### src/rtl/rtr_pp_pkg.sv
package rtr_pp_pkg;

    localparam int STEP_W = 4;

    typedef enum logic [2:0] {
        ST_IDLE,
        ST_RUN,
        ST_CFG_REQ,
        ST_CFG_WAIT,
        ST_FINISH
    } ctrl_state_e;

    typedef struct packed {
        logic load;
        logic step_end;
        logic clr_addr;
        logic flip;
    } ctrl_evt_t;

    function automatic logic [STEP_W-1:0] norm_steps(input logic [STEP_W-1:0] n);
        return (n == '0) ? STEP_W'(1) : n;
    endfunction

endpackage

### src/rtl/rtr_addr_ctr.sv
module rtr_addr_ctr #(
    parameter int ADDR_W = 18
) (
    input  logic              clk,
    input  logic              rst,
    input  logic              clr,
    input  logic              adv,
    output logic [ADDR_W-1:0] addr,
    output logic              at_last,
    output logic              spent
);
    localparam logic [ADDR_W-1:0] LAST = {ADDR_W{1'b1}};

    always_ff @(posedge clk) begin
        if (rst || clr) begin
            addr  <= '0;
            spent <= 1'b0;
        end else if (adv && !spent) begin
            if (addr == LAST) spent <= 1'b1;
            else              addr  <= addr + 1'b1;
        end
    end

    assign at_last = (addr == LAST);
endmodule

### src/rtl/rtr_step_trk.sv
module rtr_step_trk
    import rtr_pp_pkg::*;
(
    input  logic              clk,
    input  logic              rst,
    input  logic              load,
    input  logic [STEP_W-1:0] steps_in,
    input  logic              inc,
    output logic              first,
    output logic              final_step
);
    logic [STEP_W-1:0] total_q;
    logic [STEP_W-1:0] part_q;

    always_ff @(posedge clk) begin
        if (rst) begin
            total_q <= STEP_W'(1);
            part_q  <= '0;
        end else if (load) begin
            total_q <= norm_steps(steps_in);
            part_q  <= '0;
        end else if (inc) begin
            part_q  <= part_q + 1'b1;
        end
    end

    assign first      = (part_q == '0);
    assign final_step = ((part_q + STEP_W'(1)) == total_q);
endmodule

### src/rtl/rtr_buf_toggle.sv
module rtr_buf_toggle (
    input  logic clk,
    input  logic rst,
    input  logic clr,
    input  logic flip,
    output logic sel
);
    always_ff @(posedge clk) begin
        if (rst || clr) sel <= 1'b0;
        else if (flip)  sel <= ~sel;
    end
endmodule

### src/rtl/rtr_pingpong_ctrl.sv
module rtr_pingpong_ctrl
    import rtr_pp_pkg::*;
#(
    parameter int ADDR_W = 18
) (
    input  logic              clk,
    input  logic              rst,
    input  logic              start,
    input  logic [STEP_W-1:0] num_steps,
    input  logic              pix_valid,
    input  logic              cfg_done,
    output logic              rd_en,
    output logic [ADDR_W-1:0] rd_addr,
    output logic              wr_en,
    output logic [ADDR_W-1:0] wr_addr,
    output logic              buf_sel,
    output logic              acq_sel,
    output logic              cfg_req,
    output logic              frame_done
);
    localparam int N_CTR = 2;   // index 0: read side, index 1: write side

    ctrl_state_e state_q, state_d;
    ctrl_evt_t   evt;
    logic        first, final_step;
    logic        running;

    logic [N_CTR-1:0]             ctr_adv;
    logic [N_CTR-1:0]             ctr_last;
    logic [N_CTR-1:0]             ctr_spent;
    logic [N_CTR-1:0][ADDR_W-1:0] ctr_addr;

    assign running = (state_q == ST_RUN);
    assign rd_en   = running && !first && !ctr_spent[0];
    assign wr_en   = running && pix_valid;
    assign ctr_adv = {wr_en, rd_en};
    assign rd_addr = ctr_addr[0];
    assign wr_addr = ctr_addr[1];

    always_comb begin
        evt          = '0;
        evt.load     = (state_q == ST_IDLE) && start;
        evt.step_end = wr_en && ctr_last[1];
        evt.flip     = evt.step_end && !final_step;
        evt.clr_addr = evt.load || ((state_q == ST_CFG_WAIT) && cfg_done);
    end

    generate
        for (genvar g = 0; g < N_CTR; g++) begin : g_ctr
            rtr_addr_ctr #(.ADDR_W(ADDR_W)) u_ctr (
                .clk     (clk),
                .rst     (rst),
                .clr     (evt.clr_addr),
                .adv     (ctr_adv[g]),
                .addr    (ctr_addr[g]),
                .at_last (ctr_last[g]),
                .spent   (ctr_spent[g])
            );
        end
    endgenerate

    rtr_step_trk u_steps (
        .clk        (clk),
        .rst        (rst),
        .load       (evt.load),
        .steps_in   (num_steps),
        .inc        (evt.step_end),
        .first      (first),
        .final_step (final_step)
    );

    rtr_buf_toggle u_sel (
        .clk  (clk),
        .rst  (rst),
        .clr  (evt.load),
        .flip (evt.flip),
        .sel  (buf_sel)
    );

    always_comb begin
        state_d = state_q;
        unique case (state_q)
            ST_IDLE:     if (start)        state_d = ST_RUN;
            ST_RUN:      if (evt.step_end) state_d = final_step ? ST_FINISH : ST_CFG_REQ;
            ST_CFG_REQ:                    state_d = ST_CFG_WAIT;
            ST_CFG_WAIT: if (cfg_done)     state_d = ST_RUN;
            ST_FINISH:                     state_d = ST_IDLE;
            default:                       state_d = ST_IDLE;
        endcase
    end

    always_ff @(posedge clk) begin
        if (rst) state_q <= ST_IDLE;
        else     state_q <= state_d;
    end

    assign acq_sel    = running && first;
    assign cfg_req    = (state_q == ST_CFG_REQ) || (state_q == ST_CFG_WAIT);
    assign frame_done = (state_q == ST_FINISH);
endmodule

### config.mk
export PLATFORM = sky130hd
export DESIGN_NAME = rtr_pingpong_ctrl
export DESIGN_NICKNAME = d
export VERILOG_FILES = /design/src/rtl/rtr_pp_pkg.sv /design/src/rtl/rtr_addr_ctr.sv /design/src/rtl/rtr_step_trk.sv /design/src/rtl/rtr_buf_toggle.sv /design/src/rtl/rtr_pingpong_ctrl.sv
export SDC_FILE = /design/constraint.sdc
export NUM_CORES = 1
export LEC_CHECK = 0
export BUFFER_PORTS_ARGS = -buffer_cell sky130_fd_sc_hd__buf_2
export CORE_UTILIZATION = 40
export CTS_CLUSTER_SIZE = 30
export DETAILED_ROUTE_END_ITERATION = 6
export PLACE_DENSITY = 0.6
export SKIP_CTS_REPAIR_TIMING = 1
export SLEW_MARGIN = 0
export SYNTH_ARGS = -nofsm -noshare
export SYNTH_HDL_FRONTEND = slang
export SYNTH_HIERARCHICAL = 1
export SYNTH_SLANG_ARGS = --single-unit
export TNS_END_PERCENT = 20
### constraint.sdc
create_clock -name clk -period 3 [get_ports clk]
set_input_delay 0.6 -clock clk [delete_from_list [all_inputs] [get_ports clk]]
set_output_delay 0.6 -clock clk [all_outputs]
set_load 0.01 [all_outputs]
==> out/summary.txt, run 1 <==
Initial Utilization = 0.424
fin. max-slew vios = 0
RSZ-0062 raised after global routing = false
Buffers on Ports = 50
DR vias = 2,189
Core Box Area = 0.00606 mm^2
maxcap violations = 0
Worst Tran Pin Value = 0.512 ns
Placer Congestion = 0.812
Antenna Nets Post-Route = 0
share of post-route cells with drive strength above 1 = 0.232
clk buf depth = 2
total power = 1.12 mW
CTS sink count = 50
Die H = 82.2 um
largest net degree at the start of global routing = 18
Peak Freq = 410 MHz
Nets = 354
vias in the first global route = 1,931
Pwr Density = 384 mW/mm^2
Synth warnings = 6
drt pass-1 iters = 4
Clock transition at path regs = 0.09 ns
grt met2 use = 0.272
critical path peak fanout = 6
dpl hpwl = 4030 um
Critical Path Source = u_steps/part_q[0]$_SDFFE_PP0P_
DR vias/cell = 5.27
synthesized cell area = 0.00257 mm^2
final hold violations = 0
Root Driver = clkbuf_8
Mapped Nets = 311
final setup fails = 0
pre-CTS setup slack = 0.589 ns
clock skew = 0.00654 ns
fin worst setup slack = 0.563 ns
area of the multi-input gates = 0.00145 mm^2
# fillers = 613
Clock Latency Late Sink = 0.29 ns
final WL = 5480 um
Syn Inst Count = 298
Mapped Avg Cell Area = 8.62 um^2
element type at the critical path end = flip-flop
Tcrit/Tclk final = 0.812
placed cells = 409
CP required = 3.19 ns
critical path arrival = 2.63 ns
Crit Path Class = flip-flop to flip-flop
DIE WIDTH = 82.2 um
normalized max-slew margin = 0.656
number of buffers created by CTS = 5
routing usage on met1 = 0.243
routed len/inst = 13.2 um
Worst VDD drop = 0.000334 V
global-route usage over all layers = 0.175
static leakage = 1.17 nW
initial antenna violation count = 0
Period minus WS final = 2.44 ns
reg2reg start = u_steps/part_q[0]$_SDFFE_PP0P_
final core utilization = 0.481
Starting DRT DRC Count = 117
ANT cells = 0
row cnt = 28
M3 GR Usage = 0.0385
first-pass GRT wire length = 9140 um
Layout Area Growth over Synthesis = 13.4%
placed cell area = 0.00283 mm^2
Final TNS setup = 0 ns
drt drc = 0
DIE AREA = 0.00675 mm^2
final instance area = 0.00292 mm^2
hold_ws = 0.505 ns
CTS tree = yes
outcome = finished clean
Setup crit start kind = flip-flop
busiest grt layer = met2
H-tree Lvls = 2
# IOs = 51
register area = 0.00100 mm^2
gr ovfl total = 0
final std cells w/o fill = 415
Hold Crit Class = flip-flop to flip-flop
worst hold path startpoint = g_ctr[1].u_ctr/addr[1]$_SDFFE_PP0P_
-- sequential cells by signal, summed over array words and instances, names as in the netlist --
name / cells
u_steps/total_q: 4
g_ctr.u_ctr/addr: 36
u_steps/part_q: 4
state_q: 3
u_sel/sel: 1
g_ctr.u_ctr/spent: 2
-- critical path, cell delays in order (launching register included) --
cell,delay (ns)
dfxtp_1,0.46
inv_1,0.07
ha_1,0.19
nor3b_1,0.15
nor3_1,0.33
nor2b_1,0.25
nand4_1,0.25
a21oi_1,0.32
a21oi_1,0.11
a31o_2,0.22
-- layer usage --
layer	vias to the layer above	share of wire	routed length [um]
li1	1139	-	-
met1	994	0.52	2830
met2	52	0.43	2340
met3	4	0.047	256
met4	0	0.0093	51
met5	-	0	0
-- power by group --
part           leakage (nW)  switching [mW]  internal (mW)
Combinational         0.726          0.0359         0.0241
Clock                0.0431           0.209          0.179
Sequential            0.404         0.00519          0.668
Total                  1.17           0.250          0.871
-- placed cells by master (no fill, tap or decap), types with 3 or more instances in the layout --
cell / instances
a211oi_1: 15
dfxtp_1: 50
nor3_1: 15
buf_2: 50
xnor2_1: 24
inv_1: 6
a21oi_1: 13
nor4_1: 8
and2_1: 4
and4_1: 4
clkbuf_8: 6
mux2i_1: 4
ha_1: 4
and3_1: 3
nand2_1: 20
and4_4: 4
nor2_1: 42
o21ai_0: 7
nand4_1: 5
nand3_1: 12
xor2_1: 6
nor2b_1: 4
-- path summary, 6_finish.rpt --
check	end	slack, ns	cells past startpoint
max	g_ctr[0].u_ctr/addr[8]$_SDFFE_PP0P_	0.56	9
min	g_ctr[1].u_ctr/addr[1]$_SDFFE_PP0P_	0.50	2
max reg2reg	g_ctr[0].u_ctr/addr[8]$_SDFFE_PP0P_	0.56	9
min reg2reg	g_ctr[1].u_ctr/addr[1]$_SDFFE_PP0P_	0.50	2
-- final cells by class --
type / count / share of cell area
clock buffer: 6 / 0.0283
tap: 75 / 0.0322
inverter: 6 / 0.00773
multi-input combinational: 226 / 0.497
timing repair buffer: 52 / 0.0910
sequential: 50 / 0.343
No activity file was read; power rests on OpenSTA's default activity.
==> run 2: changes to the inputs <==
==> constraint.sdc (replaced) <==
create_clock -name clk -period 2.5 [get_ports clk]
set_input_delay 0.5 -clock clk [delete_from_list [all_inputs] [get_ports clk]]
set_output_delay 0.5 -clock clk [all_outputs]
set_load 0.01 [all_outputs]
==> run 2 against run 1 <==
Net effect: sequential share of layout area down 0.76 points; die area stayed put; global-route usage rose by 0.38 points; clock power up 27%; combinational power grew 31%; setup slack got worse by 0.39 ns; largest power group unchanged.
==> out/summary.txt, run 2 (synthesized netlist as in run 1, its figures left out) <==
ANT cells = 0 (unchanged)
CTS sink count = 50 (unchanged)
clock skew = 0.00683 ns (+0.000287 ns)
clk buf depth = 2 (unchanged)
RSZ-0062 raised after global routing = true
CTS tree = yes
switching share of total power = 0.231 (+0.00794)
Hold Crit Class = input pin to flip-flop
drt pass-1 iters = 4 (unchanged)
Core Box Area = 0.00606 mm^2 (unchanged)
normalized max-slew margin = 0.704 (+0.0488)
# fillers = 619 (+0.98%)
Die H = 82.2 um (unchanged)
fin worst setup slack = 0.173 ns (-0.389 ns)
Clock transition at path regs = 0.09 ns (about the same)
Crit Path Class = flip-flop to flip-flop
NetSw = 318 uW (+27%)
element type at the critical path end = flip-flop
max reg flops = 36 (unchanged)
Pwr Density = 462 mW/mm^2 (+20%)
DIE AREA = 0.00675 mm^2 (unchanged)
Layout Area Growth over Synthesis = 16.0%
pre-CTS setup slack = 0.163 ns (-0.426 ns)
Nets = 361 (+2.0%)
first-pass GRT wire length = 9420 um (+3.0%)
DR vias/cell = 5.24 (-0.65%)
number of buffers created by CTS = 5 (unchanged)
final hold violations = 0 (unchanged)
H-tree Lvls = 2 (unchanged)
row cnt = 28 (unchanged)
largest registers = g_ctr.u_ctr/addr x36, u_steps/part_q x4, u_steps/total_q x4
largest net degree at the start of global routing = 18 (unchanged)
Antenna Nets Post-Route = 0 (unchanged)
share of post-route cells with drive strength above 1 = 0.252 (+0.0198)
critical path arrival = 2.53 ns (-0.10 ns)
Worst Tran Pin Value = 0.439 ns (-0.0725 ns)
Period minus WS final = 2.33 ns (-0.111 ns)
DR vias = 2,222 (+1.5%)
gr ovfl total = 0 (unchanged)
DIE WIDTH = 82.2 um (unchanged)
Tcrit/Tclk final = 0.931 (+0.118)
internal power = 1.06 mW (+22%)
static leakage = 1.21 nW (+3.4%)
fin. max-slew vios = 0 (unchanged)
total power = 1.38 mW (+23%)
Buffers on Ports = 50 (unchanged)
Clock Power Share = 0.357 (+0.011)
final core utilization = 0.492 (+0.0109)
# IOs = 51 (unchanged)
hold_ws = 0.449 ns (-0.0562 ns)
final setup fails = 0 (unchanged)
initial antenna violation count = 0 (unchanged)
maxcap violations = 0 (unchanged)
vias in the first global route = 2,006 (+3.9%)
routed len/inst = 12.7 um (-3.7%)
Seq pwr share = 0.586 (-0.015)
Setup crit start kind = flip-flop
commonest cells after routing, fill and taps aside = dfxtp_1 (50), buf_2 (50), nor2_1 (42)
critical path peak fanout = 6 (unchanged)
Starting DRT DRC Count = 69 (-41%)
CP required = 2.70 ns (-0.49 ns)
outcome = finished clean
Root Driver = clkbuf_8
Logic pwr share = 0.057 (+0.003)
dpl hpwl = 4010 um (-0.59%)
Initial Utilization = 0.424 (unchanged)
global-route usage over all layers = 0.179 (+0.00376)
Placer Congestion = 0.765 (-5.9%)
Reg with most FFs = g_ctr.u_ctr/addr
drt drc = 0 (unchanged)
Final TNS setup = 0 ns (unchanged)
Clock Latency Late Sink = 0.30 ns (about the same)
Worst VDD drop = 0.000257 V (-23%)
Peak Freq = 430 MHz (+4.8%)
final WL = 5390 um (-1.6%)
run 2: area by class of cell:
class,count,area (um^2),area share
inverter,6,22.5,0.00755
tap,75,93.8,0.0315
timing repair buffer,59,318,0.107
clock buffer,7,86.3,0.0290
sequential,50,1000,0.336
clock inverter,1,5.00,0.00168
multi-input combinational,226,1460,0.488
run 2: power by group through the flow:
stage / clock network (mW) / logic, mW / registers, mW
floorplan: 0 / 0.0497 / 0.826
global placement: 0 / 0.0788 / 0.825
detailed placement: 0 / 0.0791 / 0.825
CTS: 0.512 / 0.0794 / 0.807
global route: 0.549 / 0.0886 / 0.808
finish: 0.492 / 0.0787 / 0.806
run 2: worst paths after layout:
check | from | endpoint | slack (ns) | cells after the start
worst max-delay path | u_steps/part_q[0]$_SDFFE_PP0P_ | g_ctr[0].u_ctr/addr[8]$_SDFFE_PP0P_ | 0.17 | 9
worst min-delay path | num_steps[3] | u_steps/total_q[3]$_SDFFE_PP0P_ | 0.45 | 3
worst max register to register | u_steps/part_q[0]$_SDFFE_PP0P_ | g_ctr[0].u_ctr/addr[8]$_SDFFE_PP0P_ | 0.17 | 9
worst min register to register | g_ctr[1].u_ctr/addr[10]$_SDFFE_PP0P_ | g_ctr[1].u_ctr/addr[10]$_SDFFE_PP0P_ | 0.50 | 1
run 2: worst max-delay path: stages, from the launching register on:
cell,delay [ns]
dfxtp_1,0.45
inv_1,0.07
ha_1,0.19
nor3b_1,0.15
nor3_2,0.25
nor2b_1,0.22
nand4_1,0.24
a21oi_1,0.31
a21oi_1,0.12
a31o_2,0.22
run 2: per-stage QoR:
step           instance area, um^2  cells
2_1_floorplan                 2570    298
3_3_place_gp                  2890    416
3_5_place_dp                  2890    416
4_1_cts                       2980    424
5_1_grt                       2980    424
6_report                      2980    424
run 2: routing by layer:
metal,global-route usage,up-vias,share of wire
met3,0.0396,2,0.036
met5,0,-,0
li1,-,1155,-
met4,0.0474,0,0.0046
met2,0.285,45,0.46
met1,0.241,1020,0.50
